File: src/rtl/ssrel_pkg.sv
package ssrel_pkg;

    localparam int TOKEN_W = 64;

    typedef enum logic [1:0] {
        MODE_REAL = 2'd0,
        MODE_V86  = 2'd1,
        MODE_PROT = 2'd2,
        MODE_LONG = 2'd3
    } cpu_mode_e;

    typedef enum logic [1:0] {
        FLT_NONE = 2'd0,
        FLT_UD   = 2'd1,
        FLT_GP   = 2'd2,
        FLT_MEM  = 2'd3
    } fault_e;

    typedef enum logic [3:0] {
        CAUSE_NONE  = 4'd0,
        CAUSE_MODE  = 4'd1,
        CAUSE_LOCK  = 4'd2,
        CAUSE_CTL   = 4'd3,
        CAUSE_SSEN  = 4'd4,
        CAUSE_PRIV  = 4'd5,
        CAUSE_CANON = 4'd6,
        CAUSE_ALIGN = 4'd7,
        CAUSE_TOKEN = 4'd8,
        CAUSE_MEM   = 4'd9
    } cause_e;

endpackage

File: src/rtl/ssrel_fault_check.sv
module ssrel_fault_check import ssrel_pkg::*; #(
    parameter int ADDR_W      = 64,
    parameter int VA_BITS     = 48,
    parameter int ALIGN_BYTES = 8
) (
    input  logic [1:0]        mode,
    input  logic              lock_pfx,
    input  logic              ctl_en,
    input  logic              ss_en,
    input  logic [1:0]        cpl,
    input  logic [ADDR_W-1:0] addr,
    output logic [1:0]        fault,
    output logic [3:0]        cause
);

    localparam int ALIGN_LSB = (ALIGN_BYTES > 1) ? $clog2(ALIGN_BYTES) : 1;

    logic canonical;
    logic misaligned;
    logic unused_addr_bits;

    generate
        if (VA_BITS >= ADDR_W) begin : g_no_canon
            assign canonical = 1'b1;
        end else begin : g_canon
            localparam int HI_W = ADDR_W - VA_BITS + 1;
            logic [HI_W-1:0] hi_bits;
            assign hi_bits   = addr[ADDR_W-1:VA_BITS-1];
            assign canonical = (&hi_bits) | ~(|hi_bits);
        end
        if (ALIGN_BYTES > 1) begin : g_align
            assign misaligned = |addr[ALIGN_LSB-1:0];
        end else begin : g_noalign
            assign misaligned = 1'b0;
        end
    endgenerate

    assign unused_addr_bits = ^addr;

    // Fixed priority: mode, lock, control enable, ss enable, privilege, canonical, alignment
    always_comb begin
        fault = FLT_NONE;
        cause = CAUSE_NONE;
        if (mode == MODE_REAL || mode == MODE_V86) begin
            fault = FLT_UD;
            cause = CAUSE_MODE;
        end else if (lock_pfx) begin
            fault = FLT_UD;
            cause = CAUSE_LOCK;
        end else if (!ctl_en) begin
            fault = FLT_UD;
            cause = CAUSE_CTL;
        end else if (!ss_en) begin
            fault = FLT_UD;
            cause = CAUSE_SSEN;
        end else if (cpl != 2'd0) begin
            fault = FLT_GP;
            cause = CAUSE_PRIV;
        end else if (mode == MODE_LONG && !canonical) begin
            fault = FLT_GP;
            cause = CAUSE_CANON;
        end else if (misaligned) begin
            fault = FLT_GP;
            cause = CAUSE_ALIGN;
        end
    end

endmodule

File: src/rtl/ssrel_token_xchg.sv
module ssrel_token_xchg import ssrel_pkg::*; #(
    parameter int ADDR_W = 64
) (
    input  logic               clk,
    input  logic               rst_n,
    input  logic               start,
    input  logic [ADDR_W-1:0]  addr,
    output logic               mem_rd_req,
    output logic               mem_wr_req,
    output logic               mem_lock,
    output logic [ADDR_W-1:0]  mem_addr,
    output logic [TOKEN_W-1:0] mem_wdata,
    input  logic [TOKEN_W-1:0] mem_rdata,
    input  logic               mem_rd_ack,
    input  logic               mem_wr_ack,
    input  logic               mem_fault,
    output logic               xc_done,
    output logic               xc_abort,
    output logic               xc_match
);

    typedef enum logic [1:0] {
        XIDLE  = 2'd0,
        XREAD  = 2'd1,
        XWRITE = 2'd2
    } xstate_e;

    xstate_e state, state_nx;

    logic [ADDR_W-1:0]  addr_q;
    logic [TOKEN_W-1:0] rd_hold;
    logic [TOKEN_W-1:0] tok_base;
    logic [TOKEN_W-1:0] tok_expect;
    logic [TOKEN_W-1:0] tok_free;

    always_comb begin
        tok_base = '0;
        tok_base[ADDR_W-1:0] = addr_q;
        tok_expect = tok_base | {{(TOKEN_W-1){1'b0}}, 1'b1};
        tok_free   = tok_base & ~{{(TOKEN_W-1){1'b0}}, 1'b1};
    end

    always_comb begin
        state_nx = state;
        unique case (state)
            XIDLE:  if (start) state_nx = XREAD;
            XREAD: begin
                if (mem_fault)       state_nx = XIDLE;
                else if (mem_rd_ack) state_nx = XWRITE;
            end
            XWRITE: begin
                if (mem_fault || mem_wr_ack) state_nx = XIDLE;
            end
            default: state_nx = XIDLE;
        endcase
    end

    always_ff @(posedge clk or negedge rst_n) begin
        if (!rst_n) state <= XIDLE;
        else        state <= state_nx;
    end

    always_ff @(posedge clk or negedge rst_n) begin
        if (!rst_n) begin
            addr_q   <= '0;
            rd_hold  <= '0;
            xc_match <= 1'b0;
            xc_done  <= 1'b0;
            xc_abort <= 1'b0;
        end else begin
            xc_done  <= 1'b0;
            xc_abort <= 1'b0;
            unique case (state)
                XIDLE: if (start) addr_q <= addr;
                XREAD: begin
                    if (mem_fault) begin
                        xc_abort <= 1'b1;
                    end else if (mem_rd_ack) begin
                        rd_hold  <= mem_rdata;
                        xc_match <= (mem_rdata == tok_expect);
                    end
                end
                XWRITE: begin
                    if (mem_fault)       xc_abort <= 1'b1;
                    else if (mem_wr_ack) xc_done  <= 1'b1;
                end
                default: ;
            endcase
        end
    end

    always_comb begin
        mem_rd_req = (state == XREAD);
        mem_wr_req = (state == XWRITE);
        mem_lock   = (state == XREAD) || (state == XWRITE);
        mem_addr   = addr_q;
        mem_wdata  = xc_match ? tok_free : rd_hold;
    end


    lock_covers_access_chk: assert property (@(posedge clk) disable iff (!rst_n)
        (mem_rd_req || mem_wr_req) |-> mem_lock);


    lock_drops_after_wack_chk: assert property (@(posedge clk) disable iff (!rst_n)
        (mem_wr_req && mem_wr_ack && !mem_fault) |=> (!mem_lock && xc_done));


    abort_releases_lock_chk: assert property (@(posedge clk) disable iff (!rst_n)
        (mem_lock && mem_fault) |=> (!mem_lock && xc_abort));


    read_before_write_chk: assert property (@(posedge clk) disable iff (!rst_n)
        $rose(mem_wr_req) |-> $past(mem_rd_req && mem_rd_ack));

endmodule

File: src/rtl/ssrel_token_release.sv
module ssrel_token_release import ssrel_pkg::*; #(
    parameter int ADDR_W        = 64,
    parameter int VA_BITS       = 48,
    parameter int ALIGN_BYTES   = 8,
    parameter bit LONG_TOKEN_GP = 1'b1
) (
    input  logic               clk,
    input  logic               rst_n,
    input  logic               req_valid,
    input  logic [ADDR_W-1:0]  req_addr,
    input  logic [1:0]         req_mode,
    input  logic [1:0]         req_cpl,
    input  logic               req_lock_pfx,
    input  logic               cfg_ctl_en,
    input  logic               cfg_sup_ss_en,
    output logic               mem_rd_req,
    output logic               mem_wr_req,
    output logic               mem_lock,
    output logic [ADDR_W-1:0]  mem_addr,
    output logic [TOKEN_W-1:0] mem_wdata,
    input  logic [TOKEN_W-1:0] mem_rdata,
    input  logic               mem_rd_ack,
    input  logic               mem_wr_ack,
    input  logic               mem_fault,
    output logic               done,
    output logic [1:0]         fault_code,
    output logic [3:0]         fault_cause,
    output logic               flags_we,
    output logic               flag_cf,
    output logic               flag_zf,
    output logic               flag_pf,
    output logic               flag_af,
    output logic               flag_of,
    output logic               flag_sf,
    output logic               ssp_we,
    output logic [ADDR_W-1:0]  ssp_next
);

    typedef enum logic [1:0] {
        S_IDLE   = 2'd0,
        S_CHECK  = 2'd1,
        S_XCHG   = 2'd2,
        S_FINISH = 2'd3
    } state_e;

    state_e state, state_nx;

    logic [ADDR_W-1:0] addr_q;
    logic [1:0]        mode_q;
    logic [1:0]        cpl_q;
    logic              lock_q;
    logic              ctl_q;
    logic              ss_q;
    logic [1:0]        fault_q;
    logic [3:0]        cause_q;
    logic              cf_q;

    logic [1:0]        chk_fault;
    logic [3:0]        chk_cause;
    logic              xc_start;
    logic              xc_done;
    logic              xc_abort;
    logic              xc_match;
    logic              token_gp;

    ssrel_fault_check #(
        .ADDR_W      (ADDR_W),
        .VA_BITS     (VA_BITS),
        .ALIGN_BYTES (ALIGN_BYTES)
    ) u_check (
        .mode     (mode_q),
        .lock_pfx (lock_q),
        .ctl_en   (ctl_q),
        .ss_en    (ss_q),
        .cpl      (cpl_q),
        .addr     (addr_q),
        .fault    (chk_fault),
        .cause    (chk_cause)
    );

    assign xc_start = (state == S_CHECK) && (chk_fault == FLT_NONE);

    ssrel_token_xchg #(
        .ADDR_W (ADDR_W)
    ) u_xchg (
        .clk        (clk),
        .rst_n      (rst_n),
        .start      (xc_start),
        .addr       (addr_q),
        .mem_rd_req (mem_rd_req),
        .mem_wr_req (mem_wr_req),
        .mem_lock   (mem_lock),
        .mem_addr   (mem_addr),
        .mem_wdata  (mem_wdata),
        .mem_rdata  (mem_rdata),
        .mem_rd_ack (mem_rd_ack),
        .mem_wr_ack (mem_wr_ack),
        .mem_fault  (mem_fault),
        .xc_done    (xc_done),
        .xc_abort   (xc_abort),
        .xc_match   (xc_match)
    );

    assign token_gp = LONG_TOKEN_GP && (mode_q == MODE_LONG) && !xc_match;

    always_comb begin
        state_nx = state;
        unique case (state)
            S_IDLE:  if (req_valid) state_nx = S_CHECK;
            S_CHECK: state_nx = (chk_fault != FLT_NONE) ? S_FINISH : S_XCHG;
            S_XCHG:  if (xc_abort || xc_done) state_nx = S_FINISH;
            S_FINISH: state_nx = S_IDLE;
            default: state_nx = S_IDLE;
        endcase
    end

    always_ff @(posedge clk or negedge rst_n) begin
        if (!rst_n) state <= S_IDLE;
        else        state <= state_nx;
    end

    always_ff @(posedge clk or negedge rst_n) begin
        if (!rst_n) begin
            addr_q  <= '0;
            mode_q  <= MODE_REAL;
            cpl_q   <= '0;
            lock_q  <= 1'b0;
            ctl_q   <= 1'b0;
            ss_q    <= 1'b0;
            fault_q <= FLT_NONE;
            cause_q <= CAUSE_NONE;
            cf_q    <= 1'b0;
        end else begin
            unique case (state)
                S_IDLE: begin
                    if (req_valid) begin
                        addr_q <= req_addr;
                        mode_q <= req_mode;
                        cpl_q  <= req_cpl;
                        lock_q <= req_lock_pfx;
                        ctl_q  <= cfg_ctl_en;
                        ss_q   <= cfg_sup_ss_en;
                    end
                end
                S_CHECK: begin
                    if (chk_fault != FLT_NONE) begin
                        fault_q <= chk_fault;
                        cause_q <= chk_cause;
                    end
                end
                S_XCHG: begin
                    if (xc_abort) begin
                        fault_q <= FLT_MEM;
                        cause_q <= CAUSE_MEM;
                    end else if (xc_done) begin
                        if (token_gp) begin
                            fault_q <= FLT_GP;
                            cause_q <= CAUSE_TOKEN;
                        end else begin
                            fault_q <= FLT_NONE;
                            cause_q <= CAUSE_NONE;
                            cf_q    <= !xc_match;
                        end
                    end
                end
                S_FINISH: ;
                default: ;
            endcase
        end
    end

    always_comb begin
        done        = (state == S_FINISH);
        fault_code  = done ? fault_q : FLT_NONE;
        fault_cause = done ? cause_q : CAUSE_NONE;
        flags_we    = done && (fault_q == FLT_NONE);
        ssp_we      = flags_we;
        ssp_next    = '0;
        flag_cf     = cf_q;
        flag_zf     = 1'b0;
        flag_pf     = 1'b0;
        flag_af     = 1'b0;
        flag_of     = 1'b0;
        flag_sf     = 1'b0;
    end

    // R2 (also R1): an early fault ends the request with no memory traffic
    early_fault_no_access_chk: assert property (@(posedge clk) disable iff (!rst_n)
        (state == S_CHECK && chk_fault != FLT_NONE) |=> (done && !mem_rd_req && !mem_lock));


    done_single_pulse_chk: assert property (@(posedge clk) disable iff (!rst_n)
        done |=> !done);


    valid_token_writes_chk: assert property (@(posedge clk) disable iff (!rst_n)
        (state == S_XCHG && xc_done && xc_match) |=> (flags_we && ssp_we && !flag_cf));


    abort_reports_mem_chk: assert property (@(posedge clk) disable iff (!rst_n)
        (state == S_XCHG && xc_abort) |=> (done && fault_code == FLT_MEM && !flags_we));


    fault_blocks_writes_chk: assert property (@(posedge clk) disable iff (!rst_n)
        (done && fault_code != FLT_NONE) |-> (!flags_we && !ssp_we));

endmodule

File: config.mk
export PLATFORM = sky130hd
export DESIGN_NAME = ssrel_token_release
export DESIGN_NICKNAME = d
export VERILOG_FILES = /design/src/rtl/ssrel_pkg.sv /design/src/rtl/ssrel_fault_check.sv /design/src/rtl/ssrel_token_xchg.sv /design/src/rtl/ssrel_token_release.sv
export SDC_FILE = /design/constraint.sdc
export NUM_CORES = 1
export LEC_CHECK = 0
export BUFFER_PORTS_ARGS = -buffer_cell sky130_fd_sc_hd__buf_2
export CORE_MARGIN = 8
export CORE_UTILIZATION = 50
export DETAILED_ROUTE_END_ITERATION = 6
export PLACE_DENSITY_LB_ADDON = 0.05
export SLEW_MARGIN = 0
export SYNTH_ARGS = -nofsm -noshare
export SYNTH_HDL_FRONTEND = slang
export SYNTH_SLANG_ARGS = --single-unit
File: constraint.sdc
create_clock -name clk -period 4.4 [get_ports clk]
set_clock_uncertainty 0.15 [all_clocks]
set_input_delay 0 -clock clk [delete_from_list [all_inputs] [get_ports clk]]
set_output_delay 0 -clock clk [all_outputs]
set_load 0.02 [all_outputs]
# Word-level counts from Yosys, hierarchy flattened
# Cells that the tools add are included.
# word_totals
elab_cells	106
output_inout_bits	210
in_bits	141
ff_bits	213
# classes
eq_ne	15
muxes	41
n_bitwise	5
reduce_logical	29
# op_table
operator	n
$eq A64 B64 Y1	1
$mux W64	1
$mux W4	11
$mux W2	18
$reduce_and A17 Y1	1
$reduce_or A17 Y1	1
$logic_not A2 Y1	5
$reduce_and A3 Y1	3
$eq A2 B2 Y1 const B	4
$pmux W2 S4	1
$pmux W4 S2	1
$eq A2 B1 Y1 const B	3
$mux W1	6
$ne A2 B1 Y1 const B	3
$ne A3 B1 Y1 const B	2
$pmux W2 S3	1
$reduce_and A2 Y1	3
$reduce_bool A2 Y1	3
$logic_and A1 B1 Y1	4
$logic_or A1 B1 Y1	4
$ne A2 B2 Y1 const B	2
$not A1 Y1	4
$pmux W2 S2	1
$reduce_and A4 Y1	1
other kinds (5)	6

# Longest topological paths before layout
# Gate-level depths: netlist (run 1).
# logic_depth
depth_word	15
ltp_mapped	8
depth_no_buf	7

# Cells and area by module
# From an unflattened synthesis (run 1), not the netlist that was laid out.
# hier_totals
cells_unflattened	791
hier_area_um2	10480.1
# modules_own_cells
module	n_inst	cells_per_inst	area_each_um2
ssrel_token_xchg	1	474	6477.5
ssrel_token_release	1	279	3759.9
ssrel_fault_check	1	38	242.7

# Worst setup path before layout (run 1)
# No wires, ideal clock.
# synth_path
kind	register -> register
startpoint	reg addr_q[55]
endpoint	reg u_xchg.addr_q[48], in the netlist u_xchg.mem_addr[48]
n_path_buf	2
stages_incl_launch_ff	8
t_required_ps	4125
synth_period_minus_slack_ps	2438
t_arrival_ps	2163
setup_slack_ps	1962
cell_sequence	dfrtp_1 nor4_1 nand4_1 or2_0 buf_2 a211oi_4 buf_6 mux2_2
# synth_between
elab_chain_cells	14
elab_cells_between_ends	15
classes_between	6 x mux; 2 x bitwise; 7 x reduce/logical
# synth_lines
item	line_no	source
start: declaration	ssrel_token_release.sv:48	logic [ADDR_W-1:0] addr_q;
start signal: assignment	ssrel_token_release.sv:137	addr_q <= req_addr;
$reduce_or A17 Y1	ssrel_fault_check.sv:29	assign canonical = (&hi_bits) | ~(|hi_bits);
$not A1 Y1	ssrel_fault_check.sv:29	
$or A1 B1 Y1 (*)	ssrel_fault_check.sv:29	
$logic_not A1 Y1 (*)	ssrel_fault_check.sv:59	end else if (mode == MODE_LONG && !canonical) begin
$logic_and A1 B1 Y1 (*)	ssrel_fault_check.sv:59	
$mux W2 (*)	ssrel_fault_check.sv:59	
$mux W2 (*)	ssrel_fault_check.sv:56	end else if (cpl != 2'd0) begin
$mux W2 (*)	ssrel_fault_check.sv:53	end else if (!ss_en) begin
$mux W2 (*)	ssrel_fault_check.sv:50	end else if (!ctl_en) begin
$mux W2 (*)	ssrel_fault_check.sv:47	end else if (lock_pfx) begin
$mux W2 (*)	ssrel_fault_check.sv:44	if (mode == MODE_REAL || mode == MODE_V86) begin
$logic_not A2 Y1 (*)	ssrel_token_release.sv:81	assign xc_start = (state == S_CHECK) && (chk_fault == FLT_NONE);
$logic_and A1 B1 Y1 (*)	ssrel_token_release.sv:81	
$reduce_and A2 Y1 (no line) (*)	n/a	
end signal: assignment	ssrel_token_xchg.sv:74	XIDLE: if (start) addr_q <= addr;
end: declaration	ssrel_token_xchg.sv:30	logic [ADDR_W-1:0] addr_q;
# Mark *: on every way between the ends. The rest lies on a longest branch, timed or not.
# A chain may end at the register's enable or synchronous reset.

# Worst setup path after layout (run 1)
# layout_path
startpoint	reg addr_q[55]
endpoint	reg u_xchg.addr_q[4], in the netlist u_xchg.mem_addr[4]
# The elaborated chain is that of the path after synthesis.

==> impl_metrics.tcl, run 1 <==
set metrics [dict create \
    timing.rr.start "addr_q[55]" \
    relSlewSlack 0.287 \
    grt_pass1_vias 8253 \
    cts_sinks 213 \
    synth_top_family_by_area "multiplexers" \
    synthMostInstantiatedCell "dfrtp_1" \
    yosysWarnings 0 \
    drv_slew 0 \
    ys_async_sr_fraction 1.00 \
    crit_slowest_cell "or2_0" \
    maxCapViolCount 0 \
    postRouteAntennaNets 0 \
    leakagePower_nw 7.22 \
    crit_family "simple AND/OR/NAND/NOR gates" \
    hpwl_mm 20.4 \
    worst_setup_path_end_kind "register" \
    routed_via_density 5.03 \
    antenna_found_initial 2 \
    crit_path_max_fanout 64 \
    synth_top_area_cell "dfrtp_1" \
    min_period_ps 2770 \
    synth_common_cells "dfrtp_1, mux2_2, buf_4" \
    synthCells 791 \
    utilization 0.686 \
    yosys.area_share.simple 0.0493 \
    synth_top_area_frac 0.512 \
    vias 7539 \
    syn_area_um2 10400 \
    synthXorXnorAreaFrac 0.0480 \
    critical_path_arrival_ps 3010 \
    critPathLaunch "addr_q[55]" \
    grt_pass1_wl_mm 47.2 \
    clock_latency_ps 520 \
    tightest_slew_ps 1070 \
    die_x_um 160 \
    cts_root_buf "clkbuf_16" \
    crit_path_start_kind "register" \
    post-route-period-util 0.629 \
    die_h_um 160 \
    core_um2 20300 \
    drt_pass1_iterations 4 \
    synth-main-ff-cell "dfrtp_1" \
    tns_ps 0 \
    gp_congestion 0.829 \
    crit_path_max_incr_delay_ps 410 \
    synth_compound_area_frac 0.0285 \
    synthDistinctLibCells 50 \
    track_usage 0.228 \
    synth_adder_area_share 0.00962 \
    initial_utilization 0.512 \
    hold_viol 0 \
    post-place-ws_ps 1660 \
    worst_slack_ps 1630 \
    clock_path_buffers 3 \
    synthTopCellsByArea "dfrtp_1, mux2_2, mux2_1" \
    finalWirelength_mm 29.5 \
    synth_edf_count 0 \
    ir_drop_mv 0.311 \
    synth_area_per_cell_um2 13.1 \
    fmax_mhz 361 \
    synth_mux_area_frac 0.279 \
    cts_max_level 1 \
    critPathKind "reg -> reg" \
    grt_max_degree 132 \
    io_buffers 281 \
    rows 52 \
    area_delta_synth_final_pct 33.9 \
    cp_cell_sequence "nor4_1, nand4_1, or2_0, a211oi_4, buf_12, mux2_2" \
    wl_per_cell_um 19.7 \
    first_iter_violations 336 \
    critPathRequiredTime_ps 4640 \
    status "finished, final reports clean" \
    cp_num_buf_inv 1 \
    cts_tree "built" \
    drc_errors 0 \
    setup_viol 0 \
    yosys_register_bits 213 \
    drive_gt1_frac 0.427 \
    postCtsSetupRepairBufs 0 \
    synth_seq_area_share 0.512 \
    grt-ovfl-total 0 \
    numCtsBuffers 24 \
    clkTransAtPathRegs_ps 60 \
    die_area_um2 25700 \
    fin_hold_ws_ps 19.2 \
    rsz0062_at_grt "false" \
    power.density_nw_per_um2 482 \
    worstHoldPathType "in -> async" \
    ios 351 \
    fin_nets 1359 \
]
==> cell usage in the layout, fill, tap and decap left out, types with 3 or more instances in the layout <==
cell,n
a31oi_1,4
nor2b_1,6
clkinv_2,3
xor2_1,9
clkbuf_1,10
dfrtp_1,212
buf_2,280
or3_1,4
clkbuf_8,4
nand4_1,18
dlygate4sd3_1,141
xnor2_1,48
inv_1,18
a21oi_1,5
nor2_1,10
conb_1,69
clkbuf_16,24
nand2_1,16
nand2b_1,4
nor4_1,9
nor3_1,3
o21ai_0,14
ha_1,8
o22ai_1,3
mux2_2,203
and2_1,7
and3_1,3
mux2_1,53
==> per-layer routing <==
layer,routed length (um),vias to the layer above,GRT usage
met5,0,-,0
met4,983,0,0.0820
met3,2390,62,0.0753
met2,14200,292,0.378
met1,11900,3698,0.274
li1,-,3487,-
==> cell families after synthesis <==
| kind of cell | count (synthesis) |
|---|---|
| other | 1 |
| buffers and inverters | 119 |
| adder cells (fa/ha/maj) | 8 |
| XOR/XNOR | 57 |
| AO/OA/AOI/OAI | 44 |
| multiplexers | 258 |
| flip-flops | 213 |
| AND/OR/NAND/NOR | 91 |
==> power by group <==
group / leakage, nW / total (mW) / switching (mW) / internal [mW]
combinational: 4.06 / 1.98 / 0.999 / 0.985
sequential: 2.80 / 2.88 / 0.385 / 2.50
clock: 0.355 / 1.85 / 0.771 / 1.08
total: 7.22 / 6.71 / 2.15 / 4.56
==> stage by stage <==
stage	instance area (um^2)	cells	power, mW
2_1_floorplan	10700	859	4.20
3_3_place_gp	11800	1313	4.76
3_5_place_dp	11800	1313	4.80
4_1_cts	13900	1496	6.77
5_1_grt	13900	1498	7.10
6_report	13900	1498	6.71
==> sequential cells by signal, indices dropped and copies added (netlist names) <==
register         flops
addr_q              64
cause_q              4
cpl_q                2
ctl_q                1
fault_q              2
flag_cf              1
lock_q               1
mode_q               2
ss_q                 1
state                2
u_xchg.mem_addr     64
u_xchg.rd_hold      64
u_xchg.state         2
u_xchg.xc_abort      1
u_xchg.xc_done       1
u_xchg.xc_match      1
==> worst paths after layout <==
check / cells after the start / slack [ps] / to
min in group clk: 3 / 90 / addr_q[35]
worst max register to register: 6 / 1630 / u_xchg.mem_addr[4]
max in group asynchronous: 3 / 3060 / u_xchg.rd_hold[28]
worst max-delay path: 6 / 1630 / u_xchg.mem_addr[4]
worst min register to register: 2 / 320 / u_xchg.rd_hold[0]
worst min-delay path: 2 / 20 / u_xchg.rd_hold[52]
==> area by class of cell <==
type                    instances  area [um^2]
multi-input cells             527         4580
clock inverters                 4         31.3
inverters                      18         67.6
clock buffers                  38          693
fillers                      1496         6370
repair buffers                426         2880
flip-flops and latches        213         5330
well taps                     270          338
diodes                          2         5.00
==> what timing repair did <==
item,4_1_cts,5_1_grt
hold buffers,141,0
hold endpoints to repair,272,0
resized for setup,0,0
endpoints found under the setup margin,0,0
Power figures use the tool's default switching activity.
==> run 2: changes to the inputs <==
--- a/config.mk
+++ b/config.mk
@@ -5,6 +5,7 @@
 export SDC_FILE = /design/constraint.sdc
 export NUM_CORES = 1
 export LEC_CHECK = 0
+export ABC_AREA = 1
 export BUFFER_PORTS_ARGS = -buffer_cell sky130_fd_sc_hd__buf_2
 export CORE_MARGIN = 8
 export CORE_UTILIZATION = 50
==> constraint.sdc (replaced) <==
create_clock -name clk -period 2.8 [get_ports clk]
set_clock_uncertainty 0.15 [all_clocks]
set_input_delay 0 -clock clk [delete_from_list [all_inputs] [get_ports clk]]
set_output_delay 0 -clock clk [all_outputs]
set_load 0.02 [all_outputs]
==> impl_metrics.tcl, run 2 <==
set metrics [dict create \
    status "finished, final reports clean" \
    worst_setup_path_end_kind "register" \
    fmax_mhz 369 \
    area_delta_synth_final_pct 39.7 \
    critical_path_arrival_ps 2940 \
    vias 9885 \
    power_mw 11.9 \
    rows 53 \
    final_common_cell "nand2_1" \
    relSlewSlack 0.555 \
    initial_utilization 0.503 \
    synth-main-ff-cell "dfrtp_1" \
    die_x_um 161 \
    worst_slack_ps 91.1 \
    grt_pass1_vias 10300 \
    min_period_ps 2710 \
    critPathRequiredTime_ps 3040 \
    cts_max_level 1 \
    numCtsBuffers 24 \
    synth_top_area_cell "dfrtp_1" \
    antenna_found_initial 5 \
    syn_area_um2 10500 \
    finalWirelength_mm 36.3 \
    die_h_um 161 \
    grt_max_degree 85 \
    synthMostInstantiatedCell "nand2_1" \
    met1_length_mm 15.0 \
    synth_seq_area_share 0.508 \
    synthTopCellsByArea "dfrtp_1, nand2_1, mux2_2" \
    placed_cell_area_um2 12000 \
    synthCells 1206 \
    grt-ovfl-total 0 \
    ios 351 \
    drv_slew 0 \
    postCtsSetupRepairBufs 0 \
    fillCellCount 1704 \
    post-route-period-util 0.967 \
    yosys_register_bits 213 \
    synth_area_per_cell_um2 8.69 \
    clkTransAtPathRegs_ps 60 \
    leakagePower_nw 7.74 \
    postRouteAntennaNets 0 \
    synthDistinctLibCells 37 \
    crit_path_start_kind "register" \
    clock_latency_ps 510 \
    core_um2 20800 \
    hpwl_mm 25.2 \
    die_area_um2 25900 \
    crit_path_max_fanout 12 \
    drt_pass1_iterations 5 \
    wl_per_cell_um 18.6 \
    drc_errors 0 \
    final_area_um2 14600 \
    hold_viol 0 \
    maxCapViolCount 0 \
    cts_sinks 213 \
    setup_viol 0 \
    gp_congestion 0.872 \
    io_buffers 281 \
    ir_drop_mv 0.566 \
    ys_async_sr_fraction 1.00 \
    drive_gt1_frac 0.250 \
    post-place-ws_ps 511 \
    synth_edf_count 0 \
    track_usage 0.277 \
    wl_met3_mm 3.15 \
    wl_met2_mm 17.1 \
    power.density_nw_per_um2 815 \
    rsz0062_at_grt "true" \
    final_cell_mix "nand2_1, buf_2, dfrtp_1" \
    utilization 0.703 \
    yosysWarnings 0 \
    clock_path_buffers 3 \
    regArea_um2 5330 \
    fin_nets 1813 \
    tightest_slew_ps 668 \
    multi_input_area_um2 4280 \
    critPathKind "reg -> reg" \
    cts_tree "built" \
    top_layer "met5" \
    synth_common_cells "nand2_1, dfrtp_1, o21ai_0" \
    worstHoldPathType "in -> reg" \
    routed_via_density 5.05 \
    grt_pass1_wl_mm 57.1 \
    cts_root_buf "clkbuf_16" \
    first_iter_violations 862 \
    synth_top_area_frac 0.508 \
]
## run 2: cell types whose count changed in the layout (fill, tap and decap cells not counted), sizes merged, moves of 7 or more
cell	before	now
buf	285	299
o21ai	15	125
inv	18	104
nand3	2	48
nand2	17	383
mux2	256	68
xnor2	48	16
nor2	10	52
dlygate4sd3	141	185
o22ai	3	24
and2	7	0
nand4	18	6
## run 2: cell families (layout without fill, tap and decap cells)
group | after synthesis | in the layout | share of synthesized area
AND/OR/NAND/NOR | 498 | 498 | 0.192
buffers and inverters | 226 | 633 | 0.110
flip-flops | 213 | 213 | 0.508
AO/OA/AOI/OAI | 168 | 168 | 0.0866
multiplexers | 68 | 68 | 0.0730
XOR/XNOR | 24 | 24 | 0.0200
adder cells (fa/ha/maj) | 8 | 8 | 0.00955
other | 1 | 71 | 0.000358
## run 2: cell type report
| class | instances | share of cell area |
|---|---|---|
| sequential | 213 | 0.364 |
| multi-input combinational | 835 | 0.292 |
| timing repair buffer | 484 | 0.238 |
| clock buffer | 32 | 0.0479 |
| inverter | 106 | 0.0273 |
| tap | 275 | 0.0235 |
| clock inverter | 11 | 0.00735 |
| antenna | 2 | 0.000342 |
## run 2: critical path: stages (launching register included)
cell	delay (ps)
dfrtp_1	380
inv_1	70
ha_1	200
nand2_1	90
inv_1	80
nand2_4	80
clkinv_1	80
buf_4	210
nand2_1	70
dlygate4sd3_1	540
nand2_1	60
dlygate4sd3_1	570
## run 2: where the power goes
part           leakage (nW)  switching, mW  internal, mW
clock                 0.406           1.27          1.94
combinational          4.57           2.32          1.70
sequential             2.77          0.682          4.03
total                  7.74           4.27          7.66
## run 2: repair_timing
item	4_1_cts	5_1_grt
setup endpoints to repair	0	7
hold buffers	185	0
endpoints found under the hold margin	355	0
resized for setup	0	1
## run 2: path summary, 6_finish.rpt
| check | start | to | slack, ps | cells after the start |
|---|---|---|---|---|
| min in group asynchronous | rst_n | u_xchg.mem_addr[0] | 470 | 3 |
| max reg2reg | u_xchg.state[1] | u_xchg.rd_hold[6] | 90 | 11 |
| max in group asynchronous | rst_n | addr_q[15] | 1100 | 4 |
| min | req_addr[10] | addr_q[10] | 110 | 3 |
| max | u_xchg.state[1] | u_xchg.rd_hold[6] | 90 | 11 |
| min reg2reg | addr_q[6] | u_xchg.mem_addr[6] | 320 | 2 |
## run 2: per-layer routing
metal,global-route usage,vias to the layer above
met5,0,-
met4,0.0838,6
met3,0.0591,77
met2,0.457,436
met1,0.361,4722
li1,-,4644
## run 2: metrics by stage
step	std cells	hold slack [ps]	setup TNS, ps
floorplan	1274	-446	0
global placement	1728	-90.9	0
detailed placement	1728	-95.4	0
CTS	1956	86.5	0
global route	1957	112	-9.56
finish	1958	114	0
==> run 3: changes to the inputs <==
--- a/config.mk
+++ b/config.mk
@@ -5,7 +5,6 @@
 export SDC_FILE = /design/constraint.sdc
 export NUM_CORES = 1
 export LEC_CHECK = 0
-export ABC_AREA = 1
 export BUFFER_PORTS_ARGS = -buffer_cell sky130_fd_sc_hd__buf_2
 export CORE_MARGIN = 8
 export CORE_UTILIZATION = 50
==> impl_metrics.tcl, run 3 (synthesized netlist as in run 1, its figures left out) <==
set metrics [dict create \
    vias 7737 \
    cts_tree "built" \
    worst_setup_path_end_kind "register" \
    postRouteAntennaNets 0 \
    ios 351 \
    r2r_cells 6 \
    drt_pass1_iterations 4 \
    tns_ps 0 \
    crit_slowest_cell "dfrtp_1" \
    cts_sinks 213 \
    routed_via_density 5.06 \
    track_usage 0.236 \
    switchingPower_mw 3.53 \
    power_mw 11.2 \
    crit_family "simple AND/OR/NAND/NOR gates" \
    die_h_um 160 \
    grt-ovfl-total 0 \
    clkTransAtPathRegs_ps 60 \
    post-route-period-util 0.919 \
    maxCapViolCount 0 \
    worstHoldPathType "in -> reg" \
    tightest_slew_ps 772 \
    pwr-share-comb 0.306 \
    first_iter_violations 312 \
    numCtsBuffers 24 \
    drive_gt1_frac 0.432 \
    critPathKind "reg -> reg" \
    hpwl_mm 21.6 \
    p_clk_frac 0.289 \
    fin_nets 1389 \
    postCtsSetupRepairBufs 0 \
    grt_pass1_wl_mm 48.6 \
    holdPathStages 5 \
    clock_path_buffers 3 \
    core_um2 20300 \
    finalWirelength_mm 30.7 \
    die_area_um2 25700 \
    cp_cell_sequence "nor4_1, nand4_1, or2_0, a211oi_4, buf_12, mux2_2" \
    drv_slew 0 \
    rsz0062_at_grt "false" \
    leakagePower_nw 7.42 \
    power.density_nw_per_um2 780 \
    status "finished, final reports clean" \
    relSlewSlack 0.481 \
    gp_congestion 0.857 \
    internal_power_mw 7.67 \
    fillCellCount 1491 \
    initial_utilization 0.512 \
    cp_num_buf_inv 1 \
    drc_errors 0 \
    antenna_found_initial 1 \
    die_x_um 160 \
    cts_max_level 1 \
    clock_latency_ps 520 \
    crit_path_start_kind "register" \
    io_buffers 281 \
    switching_share 0.315 \
    crit_path_max_fanout 36 \
    ir_drop_mv 0.509 \
    grt_pass1_vias 8584 \
    area_delta_synth_final_pct 38.0 \
    fmax_mhz 388 \
    power_frac_seq 0.405 \
    grt_max_degree 73 \
    hold_viol 0 \
    crit_path_max_incr_delay_ps 400 \
    cts_root_buf "clkbuf_16" \
    critical_path_arrival_ps 2820 \
    path_depth 6 \
    final_cell_mix "buf_2, dfrtp_1, mux2_2" \
    wl_per_cell_um 20.1 \
    rows 52 \
    setup_viol 0 \
    final_common_cell "buf_2" \
    critPathRequiredTime_ps 3050 \
    min_period_ps 2570 \
]
==> run 3: changes by cell type in the layout (fill, tap and decap cells not counted), sizes merged, moves of 21 or more <==
cell | previous run | this run
dlygate4sd3 | 185 | 158
xnor2 | 16 | 48
o22ai | 24 | 3
nand2 | 383 | 17
o21ai | 125 | 15
nand3 | 48 | 2
mux2 | 68 | 256
inv | 104 | 18
nor2 | 52 | 10
==> run 3: worst paths after layout <==
check	startpoint	to	slack, ps
min in group asynchronous	rst_n	ss_q	440
worst max-delay path	addr_q[48]	u_xchg.mem_addr[4]	230
worst min register to register	u_xchg.rd_hold[4]	u_xchg.rd_hold[4]	320
worst min-delay path	mem_rd_ack	u_xchg.state[0]	50
max in group asynchronous	rst_n	addr_q[15]	1240
worst max register to register	addr_q[48]	u_xchg.mem_addr[4]	230
==> run 3: what timing repair did <==
item,4_1_cts,5_1_grt
hold buffers,158,0
gates resized for setup,0,0
setup endpoints to repair,0,0
hold endpoints to repair,354,0
==> run 3: cell type report <==
type | instances | area (um^2) | share of cell area
Antenna cell | 1 | 2.50 | 0.000174
Clock buffer | 34 | 678 | 0.0472
Clock inverter | 10 | 141 | 0.00985
Inverter | 18 | 67.6 | 0.00471
Multi-Input combinational cell | 527 | 4580 | 0.319
Sequential cell | 213 | 5330 | 0.372
Tap cell | 270 | 338 | 0.0235
Timing Repair Buffer | 456 | 3210 | 0.224
==> run 3: power by group through the flow <==
stage / Clock (mW) / Combinational, mW / Sequential [mW]
2_1_floorplan: 0 / 2.08 / 4.51
5_1_grt: 3.43 / 3.73 / 4.65
3_3_place_gp: 0 / 3.01 / 4.56
3_5_place_dp: 0 / 3.06 / 4.58
4_1_cts: 3.31 / 3.42 / 4.53
6_report: 3.23 / 3.43 / 4.53
==> run 3: worst min-delay path, delay by kind of cell <==
kind / cells / cell delay (ps)
compound gates: 3 / 490
simple gates: 1 / 90
buf+inv: 1 / 100
==> run 3: metal layers <==
layer | global-route usage | vias up | part of all wire
li1 | - | 3570 | -
met1 | 0.280 | 3825 | 0.40
met2 | 0.406 | 288 | 0.49
met3 | 0.0697 | 54 | 0.076
met4 | 0.0752 | 0 | 0.031
met5 | 0 | - | 0
==> run 3: metrics by stage <==
stage / std cells / utilization / setup WS [ps] / area, um^2 / hold slack (ps)
detailed placement: 1326 / 0.589 / 234 / 11900 / -143
CTS: 1528 / 0.707 / 227 / 14400 / 32.7
global route: 1529 / 0.707 / 21.6 / 14400 / 98.2
floorplan: 859 / - / 362 / 10700 / -446
finish: 1529 / 0.707 / 226 / 14400 / 48.5
global placement: 1326 / 0.589 / 298 / 11900 / -138
